[src/rtl/cas_pkg.sv]
package cas_pkg;
  typedef enum logic [2:0] {
    ST_IDLE  = 3'd0,
    ST_READ  = 3'd1,
    ST_CMP   = 3'd2,
    ST_WRITE = 3'd3,
    ST_DONE  = 3'd4
  } cas_state_e;
endpackage

[src/rtl/cas_rst_sync.sv]
module cas_rst_sync (
  input  logic clk,
  input  logic rst_n,
  output logic rst_n_sync
);
  logic [1:0] sync_q;

  always_ff @(posedge clk or negedge rst_n) begin
    if (!rst_n) sync_q <= 2'b00;
    else        sync_q <= {sync_q[0], 1'b1};
  end

  assign rst_n_sync = sync_q[1];
endmodule

[src/rtl/cas_lane.sv]
// Lane steering: picks the operand bytes out of a memory word, compares
// them, builds byte enables, aligned write data and the mismatch result.
module cas_lane #(
  parameter int DATA_W = 64
) (
  input  logic [1:0]                   size,
  input  logic [$clog2(DATA_W/8)-1:0]  ofs,
  input  logic [DATA_W-1:0]            exp_val,
  input  logic [DATA_W-1:0]            new_val,
  input  logic [DATA_W-1:0]            rdata,
  output logic [DATA_W/8-1:0]          be,
  output logic [DATA_W-1:0]            wdata,
  output logic                         hit,
  output logic [DATA_W-1:0]            acc_merge
);
  localparam int BYTES = DATA_W / 8;
  localparam int OFS_W = $clog2(BYTES);

  logic [OFS_W:0]       nbytes;
  logic [OFS_W-1:0]     base;
  logic [OFS_W+2:0]     bit_sh;
  logic [BYTES-1:0]     op_byte;
  logic [DATA_W-1:0]    op_mask;
  logic [DATA_W-1:0]    rd_op;

  always_comb begin
    nbytes = (OFS_W+1)'(1) << size;
    base   = ofs & ~(nbytes[OFS_W-1:0] - 1'b1);
    bit_sh = {base, 3'b000};
  end

  for (genvar b = 0; b < BYTES; b++) begin : g_byte
    assign op_byte[b]          = ((OFS_W+1)'(b) < nbytes);
    assign op_mask[8*b +: 8]   = {8{op_byte[b]}};
  end

  assign be        = op_byte << base;
  assign wdata     = (new_val & op_mask) << bit_sh;
  assign rd_op     = (rdata >> bit_sh) & op_mask;
  assign hit       = (rd_op == (exp_val & op_mask));
  assign acc_merge = (exp_val & ~op_mask) | rd_op;
endmodule

[src/rtl/cas_seq.sv]
module cas_seq
  import cas_pkg::*;
(
  input  logic clk,
  input  logic rst_n,
  input  logic start,
  input  logic hit,
  output logic ready,
  output logic rd_req,
  output logic wr_req,
  output logic lock,
  output logic cmp_en,
  output logic done
);
  cas_state_e state_q, state_d;

  always_comb begin
    state_d = state_q;
    unique case (state_q)
      ST_IDLE:  if (start) state_d = ST_READ;
      ST_READ:  state_d = ST_CMP;
      ST_CMP:   state_d = hit ? ST_WRITE : ST_DONE;
      ST_WRITE: state_d = ST_DONE;
      ST_DONE:  state_d = ST_IDLE;
      default:  state_d = ST_IDLE;
    endcase
  end

  always_ff @(posedge clk or negedge rst_n) begin
    if (!rst_n) state_q <= ST_IDLE;
    else        state_q <= state_d;
  end

  assign ready  = (state_q == ST_IDLE);
  assign rd_req = (state_q == ST_READ);
  assign wr_req = (state_q == ST_WRITE);
  assign cmp_en = (state_q == ST_CMP);
  assign lock   = rd_req | cmp_en | wr_req;
  assign done   = (state_q == ST_DONE);
endmodule

[src/rtl/cas_unit.sv]
module cas_unit #(
  parameter int ADDR_W = 16,
  parameter int DATA_W = 64
) (
  input  logic                        clk,
  input  logic                        rst_n,
  input  logic                        req_valid,
  output logic                        req_ready,
  input  logic [ADDR_W-1:0]           req_addr,
  input  logic [1:0]                  req_size,
  input  logic [DATA_W/2-1:0]         req_acc_hi,
  input  logic [DATA_W/2-1:0]         req_acc_lo,
  input  logic [DATA_W/2-1:0]         req_new_hi,
  input  logic [DATA_W/2-1:0]         req_new_lo,
  output logic                        mem_req,
  output logic                        mem_we,
  output logic [ADDR_W-$clog2(DATA_W/8)-1:0] mem_addr,
  output logic [DATA_W/8-1:0]         mem_be,
  output logic [DATA_W-1:0]           mem_wdata,
  input  logic [DATA_W-1:0]           mem_rdata,
  output logic                        mem_lock,
  output logic                        done,
  output logic                        zf,
  output logic [DATA_W/2-1:0]         acc_hi,
  output logic [DATA_W/2-1:0]         acc_lo
);
  localparam int BYTES = DATA_W / 8;
  localparam int OFS_W = $clog2(BYTES);
  localparam int HALF  = DATA_W / 2;

  logic              rst_n_s;
  logic              accept, rd_req, wr_req, cmp_en, hit;
  logic [ADDR_W-1:0] addr_q;
  logic [1:0]        size_q;
  logic [DATA_W-1:0] exp_q, new_q, acc_q, acc_merge;
  logic              zf_q;
  logic [BYTES-1:0]  be;
  logic [DATA_W-1:0] wdata;

  cas_rst_sync u_rst (.clk(clk), .rst_n(rst_n), .rst_n_sync(rst_n_s));

  cas_seq u_seq (
    .clk(clk), .rst_n(rst_n_s), .start(accept), .hit(hit),
    .ready(req_ready), .rd_req(rd_req), .wr_req(wr_req),
    .lock(mem_lock), .cmp_en(cmp_en), .done(done)
  );

  cas_lane #(.DATA_W(DATA_W)) u_lane (
    .size(size_q), .ofs(addr_q[OFS_W-1:0]), .exp_val(exp_q), .new_val(new_q),
    .rdata(mem_rdata), .be(be), .wdata(wdata), .hit(hit), .acc_merge(acc_merge)
  );

  assign accept = req_valid & req_ready;

  // request capture, enabled on acceptance
  always_ff @(posedge clk or negedge rst_n_s) begin
    if (!rst_n_s) begin
      addr_q <= '0;
      size_q <= '0;
      exp_q  <= '0;
      new_q  <= '0;
    end else if (accept) begin
      addr_q <= req_addr;
      size_q <= req_size;
      exp_q  <= {req_acc_hi, req_acc_lo};
      new_q  <= {req_new_hi, req_new_lo};
    end
  end

  // result capture, enabled in the compare cycle
  always_ff @(posedge clk or negedge rst_n_s) begin
    if (!rst_n_s) begin
      zf_q  <= 1'b0;
      acc_q <= '0;
    end else if (cmp_en) begin
      zf_q  <= hit;
      acc_q <= hit ? exp_q : acc_merge;
    end
  end

  assign mem_req   = rd_req | wr_req;
  assign mem_we    = wr_req;
  assign mem_addr  = addr_q[ADDR_W-1:OFS_W];
  assign mem_be    = wr_req ? be : '0;
  assign mem_wdata = wdata;
  assign zf        = zf_q;
  assign acc_hi    = acc_q[DATA_W-1:HALF];
  assign acc_lo    = acc_q[HALF-1:0];
endmodule

[config.mk]
export PLATFORM = sky130hd
export DESIGN_NAME = cas_unit
export DESIGN_NICKNAME = d
export VERILOG_FILES = /design/src/rtl/cas_pkg.sv /design/src/rtl/cas_rst_sync.sv /design/src/rtl/cas_lane.sv /design/src/rtl/cas_seq.sv /design/src/rtl/cas_unit.sv
export SDC_FILE = /design/constraint.sdc
export NUM_CORES = 1
export LEC_CHECK = 0
export BUFFER_PORTS_ARGS = -buffer_cell sky130_fd_sc_hd__buf_2
export CAP_MARGIN = 10
export CORE_MARGIN = 2
export CORE_UTILIZATION = 50
export DETAILED_ROUTE_END_ITERATION = 7
export GPL_TIMING_DRIVEN = 0
export PLACE_DENSITY = 0.79
export SETUP_SLACK_MARGIN = 0.4
export SYNTH_ARGS = -nofsm -noshare
export SYNTH_HDL_FRONTEND = slang
export SYNTH_SLANG_ARGS = --single-unit
export TNS_END_PERCENT = 5
[constraint.sdc]
create_clock -name clk -period 7.3 [get_ports clk]
set_input_delay 0.365 -clock clk [delete_from_list [all_inputs] [get_ports clk]]
set_output_delay 0.365 -clock clk [all_outputs]
set_load 0.02 [all_outputs]
==> results of run 1 <==
## worst max-delay path: stages, from the launching register on
cell	delay (ns)
dfrtp_1	0.46
clkinvlp_4	0.31
nand2_1	0.33
buf_2	0.36
buf_2	0.40
inv_1	0.20
ha_1	0.32
buf_2	0.21
nand2_1	0.20
clkbuf_2	0.40
clkbuf_1	0.58
a31oi_1	0.21
a32oi_1	0.50
nor2_1	0.13
a2111oi_2	0.42
o2111ai_1	0.28
nor4_4	0.18
buf_4	0.19
nand4_4	0.32
buf_2	0.42
o221a_2	0.29
## through the flow
step | area, um2 | power [mW] | util (%) | setup slack [ns]
2_1_floorplan | 14100 | 6.65 | - | 0.835
3_3_place_gp | 16400 | 9.21 | 59.1 | -1.65
3_5_place_dp | 16500 | 9.32 | 59.4 | -1.56
4_1_cts | 17500 | 10.7 | 62.8 | 0.309
5_1_grt | 17500 | 11.4 | 63.0 | 0.401
6_report | 17500 | 11.1 | 63.0 | 0.394
## power by group through the flow
stage | clock network, mW | logic, mW | registers (mW)
after floorplan | 0 | 4.27 | 2.38
after global placement | 0 | 6.84 | 2.37
after detailed placement | 0 | 6.94 | 2.38
after CTS | 1.29 | 7.05 | 2.37
after global routing | 1.35 | 7.62 | 2.45
final | 1.31 | 7.40 | 2.41
## routing by layer
| layer | routed length, um | track usage (%) | vias to the layer above |
|---|---|---|---|
| met1 | 26300 | 61.3 | 7701 |
| met3 | 9340 | 11.1 | 345 |
| met5 | 13 | 0 | - |
| met2 | 31400 | 73.3 | 1466 |
| met4 | 6390 | 33.9 | 2 |
| li1 | - | - | 6435 |
## final timing paths
path	startpoint	to	slack [ns]	cells past startpoint
max in group asynchronous	u_rst.sync_q[1]$_DFF_PN0_	exp_q[40]$_DFFE_PN0P_	5.91	2
max reg2reg	size_q[1]$_DFFE_PN0P_	acc_q[61]$_DFFE_PN0N_	0.39	20
min reg2reg	u_rst.sync_q[1]$_DFF_PN0_	new_q[60]$_DFFE_PN0P_	0.33	0
max	size_q[1]$_DFFE_PN0P_	acc_q[61]$_DFFE_PN0N_	0.39	20
min	req_acc_hi[3]	exp_q[35]$_DFFE_PN0P_	-0.001	3
min in group asynchronous	rst_n	u_rst.sync_q[1]$_DFF_PN0_	0.11	2
## registers in the layout, summed over array words and instances (netlist names)
register       cells
u_rst.sync_q       2
addr_q            16
exp_q             64
size_q             2
acc_q             64
new_q             64
zf                 1
u_seq.state_q      3
## cell usage after synthesis (all sizes together), types with 21 or more instances
| master | number |
|---|---|
| buf | 48 |
| o221a | 26 |
| and3 | 39 |
| a22oi | 21 |
| nor2 | 107 |
| xnor2 | 21 |
| a31oi | 37 |
| o22ai | 36 |
| nand2 | 133 |
| clkbuf | 101 |
| dfrtp | 216 |
| nor3 | 33 |
| nand3 | 36 |
| mux2 | 135 |
| o21ai | 106 |
| a21oi | 68 |
| inv | 26 |
| mux2i | 45 |
## cell type report
type / instances / area [um2] / area share, %
Multi-Input combinational cell: 1117 / 8060 / 46.1
Timing Repair Buffer: 369 / 1920 / 11.0
Buffer: 149 / 679 / 3.88
Antenna cell: 1 / 2.50 / 0.0143
Clock buffer: 38 / 754 / 4.31
Tap cell: 378 / 473 / 2.70
Sequential cell: 216 / 5410 / 30.9
Clock inverter: 8 / 86.3 / 0.493
Inverter: 27 / 105 / 0.601
## repair_timing
action                                 CTS  global route
pin swaps                                1             0
setup endpoints to repair              116            79
buffers inserted                         2             0
resized for setup                       26            21
endpoints found under the hold margin    2             0
hold buffers                             1             0
## kinds of logic (layout without fill, tap and decap cells)
kind of cell,after synthesis,after routing
DFF,216,216
muxes,200,200
other,1,2
xor gates and xnor gates,37,37
buffers and inverters,176,591
and+or+nand+nor,424,424
AOI/OAI and AO/OA,453,453
adders and majority gates,2,2
==> results.sh, run 1 <==
export IMPL_status="complete, but fails checks"
export IMPL_violations="hold timing"
export IMPL_yosysTopAreaCellShare_pct=38.2
export IMPL_antenna_found_initial=1
export IMPL_die_width_um=172
export IMPL_dp_hpwl_mm=55.8
export IMPL_required_ns=7.75
export IMPL_synth_edff_count=0
export IMPL_rsz0062_at_grt="no"
export IMPL_dp_cells=2253
export IMPL_max_slew_margin_pct=16.3
export IMPL_period_needed_ns=6.91
export IMPL_power_density_mw_per_mm2=635
export IMPL_fin_skew_ns=0.0123
export IMPL_cts_tree="done"
export IMPL_netlist_area_mm2=0.0141
export IMPL_cts_buffers=25
export IMPL_vias_per_cell=6.93
export IMPL_syn_to_final_growth_pct=23.7
export IMPL_final_common_cell="buf_2"
export IMPL_avgSynthCellArea_um2=9.37
export IMPL_synth_top_family_by_area="compound AO/OA/AOI/OAI gates"
export IMPL_placementRows=61
export IMPL_wl_per_cell_um=31.9
export IMPL_num_vias=15949
export IMPL_clkPwrFrac_pct=11.8
export IMPL_first_global_vias=15501
export IMPL_synthXorXnorAreaFrac_pct=2.29
export IMPL_clkLatencyLatePin_ns=0.57
export IMPL_layout_common_cells="buf_2, dfrtp_1, mux2_2"
export IMPL_htreeDepth=1
export IMPL_intPower_mw=5.06
export IMPL_setup_viol=0
export IMPL_power_leakage_nw=7.86
export IMPL_worst_path_max_fanout=10
export IMPL_yosysWarnings=0
export IMPL_seqPwrFrac_pct=21.7
export IMPL_drc=0
export IMPL_end_kind="register"
export IMPL_post_route_period_util_pct=94.6
export IMPL_wl_mm=73.5
export IMPL_drtIter0Drc=2272
export IMPL_path_class="register to register"
export IMPL_hold_class="input port to register"
export IMPL_switching_share_pct=54.5
export IMPL_grt_max_degree=69
export IMPL_setup_tns_ns=0
export IMPL_drt_antenna_violating_nets=0
export IMPL_arrival_ns=7.36
export IMPL_crit_path_start_kind="register"
export IMPL_clockBufferDepth=3
export IMPL_tightest_slew_ns=1.24
export IMPL_core_area_mm2=0.0278
export IMPL_drive_gt1_share_pct=35.6
export IMPL_synth_cell_types=78
export IMPL_ys_seq_area_share_pct=38.2
export IMPL_dieArea_mm2=0.0296
export IMPL_max_vdd_ir_drop_mv=0.388
export IMPL_synthAdderAreaFrac_pct=0.159
export IMPL_switching_power_mw=6.06
export IMPL_fmax_mhz=145
export IMPL_die_y_um=172
export IMPL_grt_use_total_pct=48.4
export IMPL_muxShareOfSynthArea_pct=17.1
export IMPL_syn_nets=1723
export IMPL_pin_count=368
export IMPL_synth_seq_cells=216
export IMPL_synth_compound_area_share_pct=22.4
export IMPL_hold_viol=1
export IMPL_netlist_top_cells_area="dfrtp_1, mux2_2, o21ai_0, nand2_1, mux2i_1"
export IMPL_synth_main_ff_cell="dfrtp_1"
export IMPL_path_clk_slew_ns=0.06
export IMPL_numPortBuffers=363
export IMPL_gp_congestion=1.08
export IMPL_fin_nets=2119
export IMPL_synth_top_area_cell="dfrtp_1"
export IMPL_grt_ovfl_total=0
export IMPL_yosys_area_share_simple_pct=14.5
export IMPL_cap_violations=0
export IMPL_drv_slew=0
export IMPL_async_flop_share_pct=100
export IMPL_cts_sinks=216
export IMPL_dr_pass1_iters=6
export IMPL_fin_cells=2303
export IMPL_syn_instance_count=1509
export IMPL_fillers=2318
export IMPL_fin_hold_ws_ns=-0.00136
export IMPL_p_comb_share_pct=66.5
export IMPL_grt_first_pass_wirelength_mm=103
export IMPL_root_buffer="clkbuf_16"
export IMPL_initial_core_util_pct=50.9
(Power assumes the default switching activity.)
==> run 2, diff against run 1 <==
--- a/config.mk
+++ b/config.mk
@@ -13,3 +13,3 @@
 export GPL_TIMING_DRIVEN = 0
-export PLACE_DENSITY = 0.79
+export PLACE_DENSITY = 0.8
 export SETUP_SLACK_MARGIN = 0.4
@@ -17,2 +17,3 @@
 export SYNTH_HDL_FRONTEND = slang
+export SYNTH_HIERARCHICAL = 1
 export SYNTH_SLANG_ARGS = --single-unit
==> constraint.sdc (replaced) <==
create_clock -name clk -period 7.3 [get_ports clk]
set_input_delay 2.19 -clock clk [delete_from_list [all_inputs] [get_ports clk]]
set_output_delay 2.19 -clock clk [all_outputs]
set_load 0.02 [all_outputs]
==> run 2 against run 1 <==
The run now ends clean. Worst setup slack better by 0.43 ns. Global-route usage is 9.6 points lower. Flip-flop and latch count unchanged. Highest routed layer unchanged. Synthesized area is 3.9% lower. Largest cell class unchanged. Critical path depth decreased by 11. Non-clock buffer count decreased by 34. Sequential power about the same.
==> results.sh, run 2 <==
export IMPL_p_comb_share_pct=62.9
export IMPL_netlist_top_cells_area="dfrtp_1, mux2_4, mux2i_1, nand2_1, a21oi_1"
export IMPL_syn_instance_count=1334
export IMPL_first_global_vias=12675
export IMPL_numPortBuffers=366
export IMPL_placementRows=60
export IMPL_fin_hold_ws_ns=0.305
export IMPL_layout_common_cells="buf_2, dfrtp_1, nand2_1"
export IMPL_cap_violations=0
export IMPL_setup_viol=0
export IMPL_path_clk_slew_ns=0.06
export IMPL_synth_common_cells="dfrtp_1, nand2_1, mux2_4"
export IMPL_required_ns=5.11
export IMPL_rsz0062_at_grt="no"
export IMPL_vias_per_cell=6.20
export IMPL_ys_seq_area_share_pct=39.8
export IMPL_switching_power_mw=4.72
export IMPL_fin_skew_ns=0.0290
export IMPL_syn_nets=1547
export IMPL_async_flop_share_pct=100
export IMPL_synth_top_area_cell="dfrtp_1"
export IMPL_synth_main_ff_cell="dfrtp_1"
export IMPL_power_leakage_nw=7.77
export IMPL_antenna_found_initial=4
export IMPL_wl_mm=56.3
export IMPL_clkLatencyLatePin_ns=0.53
export IMPL_cts_resized=0
export IMPL_cts_sinks=216
export IMPL_drtIter0Drc=1484
export IMPL_gp_congestion=1.02
export IMPL_avgSynthCellArea_um2=10.2
export IMPL_drt_antenna_violating_nets=0
export IMPL_synth_edff_count=0
export IMPL_drv_slew=0
export IMPL_initial_core_util_pct=50.7
export IMPL_fin_nets=1942
export IMPL_worst_slack_ns=0.829
export IMPL_worst_path_max_fanout=10
export IMPL_intPower_mw=4.81
export IMPL_synth_cell_types=75
export IMPL_grt_max_degree=73
export IMPL_dp_slack_ns=0.791
export IMPL_core_area_mm2=0.0268
export IMPL_grt_first_pass_wirelength_mm=82.4
export IMPL_fillers=2219
export IMPL_dp_hpwl_mm=43.6
export IMPL_htreeDepth=1
export IMPL_synth_seq_cells=216
export IMPL_yosysWarnings=6
export IMPL_clkPwrFrac_pct=11.5
export IMPL_reg_top3="acc_q: 64 flops, exp_q: 64 flops, new_q: 64 flops"
export IMPL_power_density_mw_per_mm2=573
export IMPL_cts_tree="done"
export IMPL_root_buffer="clkbuf_16"
export IMPL_die_y_um=169
export IMPL_dieArea_mm2=0.0285
export IMPL_cts_hold_buf=0
export IMPL_yosysMostFrequentCell="dfrtp_1"
export IMPL_period_needed_ns=6.47
export IMPL_tightest_slew_ns=1.13
export IMPL_switching_share_pct=49.6
export IMPL_clockBufferDepth=3
export IMPL_pin_count=368
export IMPL_crit_path_start_kind="register"
export IMPL_syn_to_final_growth_pct=22.3
export IMPL_placed_cell_area_mm2=0.0159
export IMPL_hold_class="register to asynchronous set/reset pin"
export IMPL_status="complete, no violations"
export IMPL_die_width_um=169
export IMPL_max_vdd_ir_drop_mv=0.346
export IMPL_end_kind="primary output"
export IMPL_fmax_mhz=155
export IMPL_finalPower_mw=9.53
export IMPL_seqPwrFrac_pct=25.6
export IMPL_post_route_period_util_pct=88.6
export IMPL_yosysTopAreaCellShare_pct=39.8
export IMPL_grt_ovfl_total=0
export IMPL_num_vias=12915
export IMPL_grt_use_total_pct=38.7
export IMPL_arrival_ns=4.28
export IMPL_post_cts_repair_setup_buffers=0
export IMPL_wl_per_cell_um=27.0
export IMPL_postLayoutCellArea_mm2=0.0166
export IMPL_dr_pass1_iters=8
export IMPL_hold_viol=0
export IMPL_final_common_cell="buf_2"
export IMPL_setup_tns_ns=0
export IMPL_max_slew_margin_pct=24.3
export IMPL_drc=0
export IMPL_drive_gt1_share_pct=36.6
export IMPL_path_class="register to primary output"
export IMPL_netlist_area_mm2=0.0136
export IMPL_cts_buffers=23
==> run 2: changes by cell type after synthesis, moves of 26 or more <==
cell      before  now
mux2_4         0  129
o21ai_0      106   51
clkbuf_1     100   30
a21oi_1       68   95
nand3_1       36   10
o22ai_1       36    8
and3_1        39    4
mux2_2       135   26
o221a_2       26    0
mux2i_1       45  100
==> run 2: routing by layer <==
layer	track usage (%)	share of wire, %
met5	0	0.048
met4	16.2	5.0
met3	7.01	9.8
met2	62.3	45
met1	51.8	40
==> run 2: stage by stage <==
| step | cells | util, % |
|---|---|---|
| 2_1_floorplan | 1334 | - |
| 3_3_place_gp | 2041 | 59.1 |
| 3_5_place_dp | 2045 | 59.5 |
| 4_1_cts | 2082 | 62.0 |
| 5_1_grt | 2084 | 62.0 |
| 6_report | 2084 | 62.0 |
==> run 2: power by group through the flow <==
stage	Combinational [mW]	Sequential, mW	Clock (mW)
global placement	5.77	2.43	0
floorplan	3.82	2.42	0
detailed placement	5.83	2.42	0
CTS	5.87	2.42	1.11
finish	6.00	2.44	1.10
global route	6.29	2.50	1.15
==> run 2: final cells by class <==
cell class                 instances  area [um2]  area share [%]
tap                              341         427            2.57
timing repair buffer             370        1920            11.5
antenna                            2        5.00          0.0301
clock inverter                     5        28.8           0.173
sequential                       216        5410            32.5
clock buffer                      32         649            3.91
multi-input combinational        988        7440            44.8
buffer                           114         681            4.10
inverter                          16        60.1           0.361
==> run 2: path summary, 6_finish.rpt <==
check / startpoint / end / depth (start not counted) / slack [ns]
worst max-delay path: size_q[1]$_DFFE_PN0P_ / mem_wdata[50] / 9 / 0.83
max in group asynchronous: rst_n / u_rst/sync_q[1]$_DFF_PN0_ / 1 / 5.76
worst min register to register: u_rst/sync_q[1]$_DFF_PN0_ / new_q[7]$_DFFE_PN0P_ / 0 / 0.31
worst max register to register: size_q[1]$_DFFE_PN0P_ / acc_q[37]$_DFFE_PN0P_ / 14 / 1.68
min in group clk: u_rst/sync_q[0]$_DFF_PN0_ / u_rst/sync_q[1]$_DFF_PN0_ / 0 / 0.35
worst min-delay path: u_rst/sync_q[1]$_DFF_PN0_ / new_q[7]$_DFFE_PN0P_ / 0 / 0.31
==> run 2: worst max-delay path, cell delays in order, from the launching register on <==
cell and delay [ns]:
dfrtp_1 0.40, buf_6 0.18, buf_2 0.28, buf_2 0.38, buf_1 0.66, clkbuf_1 0.52
clkbuf_1 0.64, a22oi_1 0.27, o21ai_0 0.23, buf_2 0.19
==> run 2: cell families after synthesis <==
group	count (synthesis)	synth area share, %
XOR/XNOR	58	3.74
flip-flops	216	39.8
buffers and inverters	130	5.45
multiplexers	255	23.8
AO/OA/AOI/OAI	285	13.7
AND/OR/NAND/NOR	389	13.5
other	1	0.0276
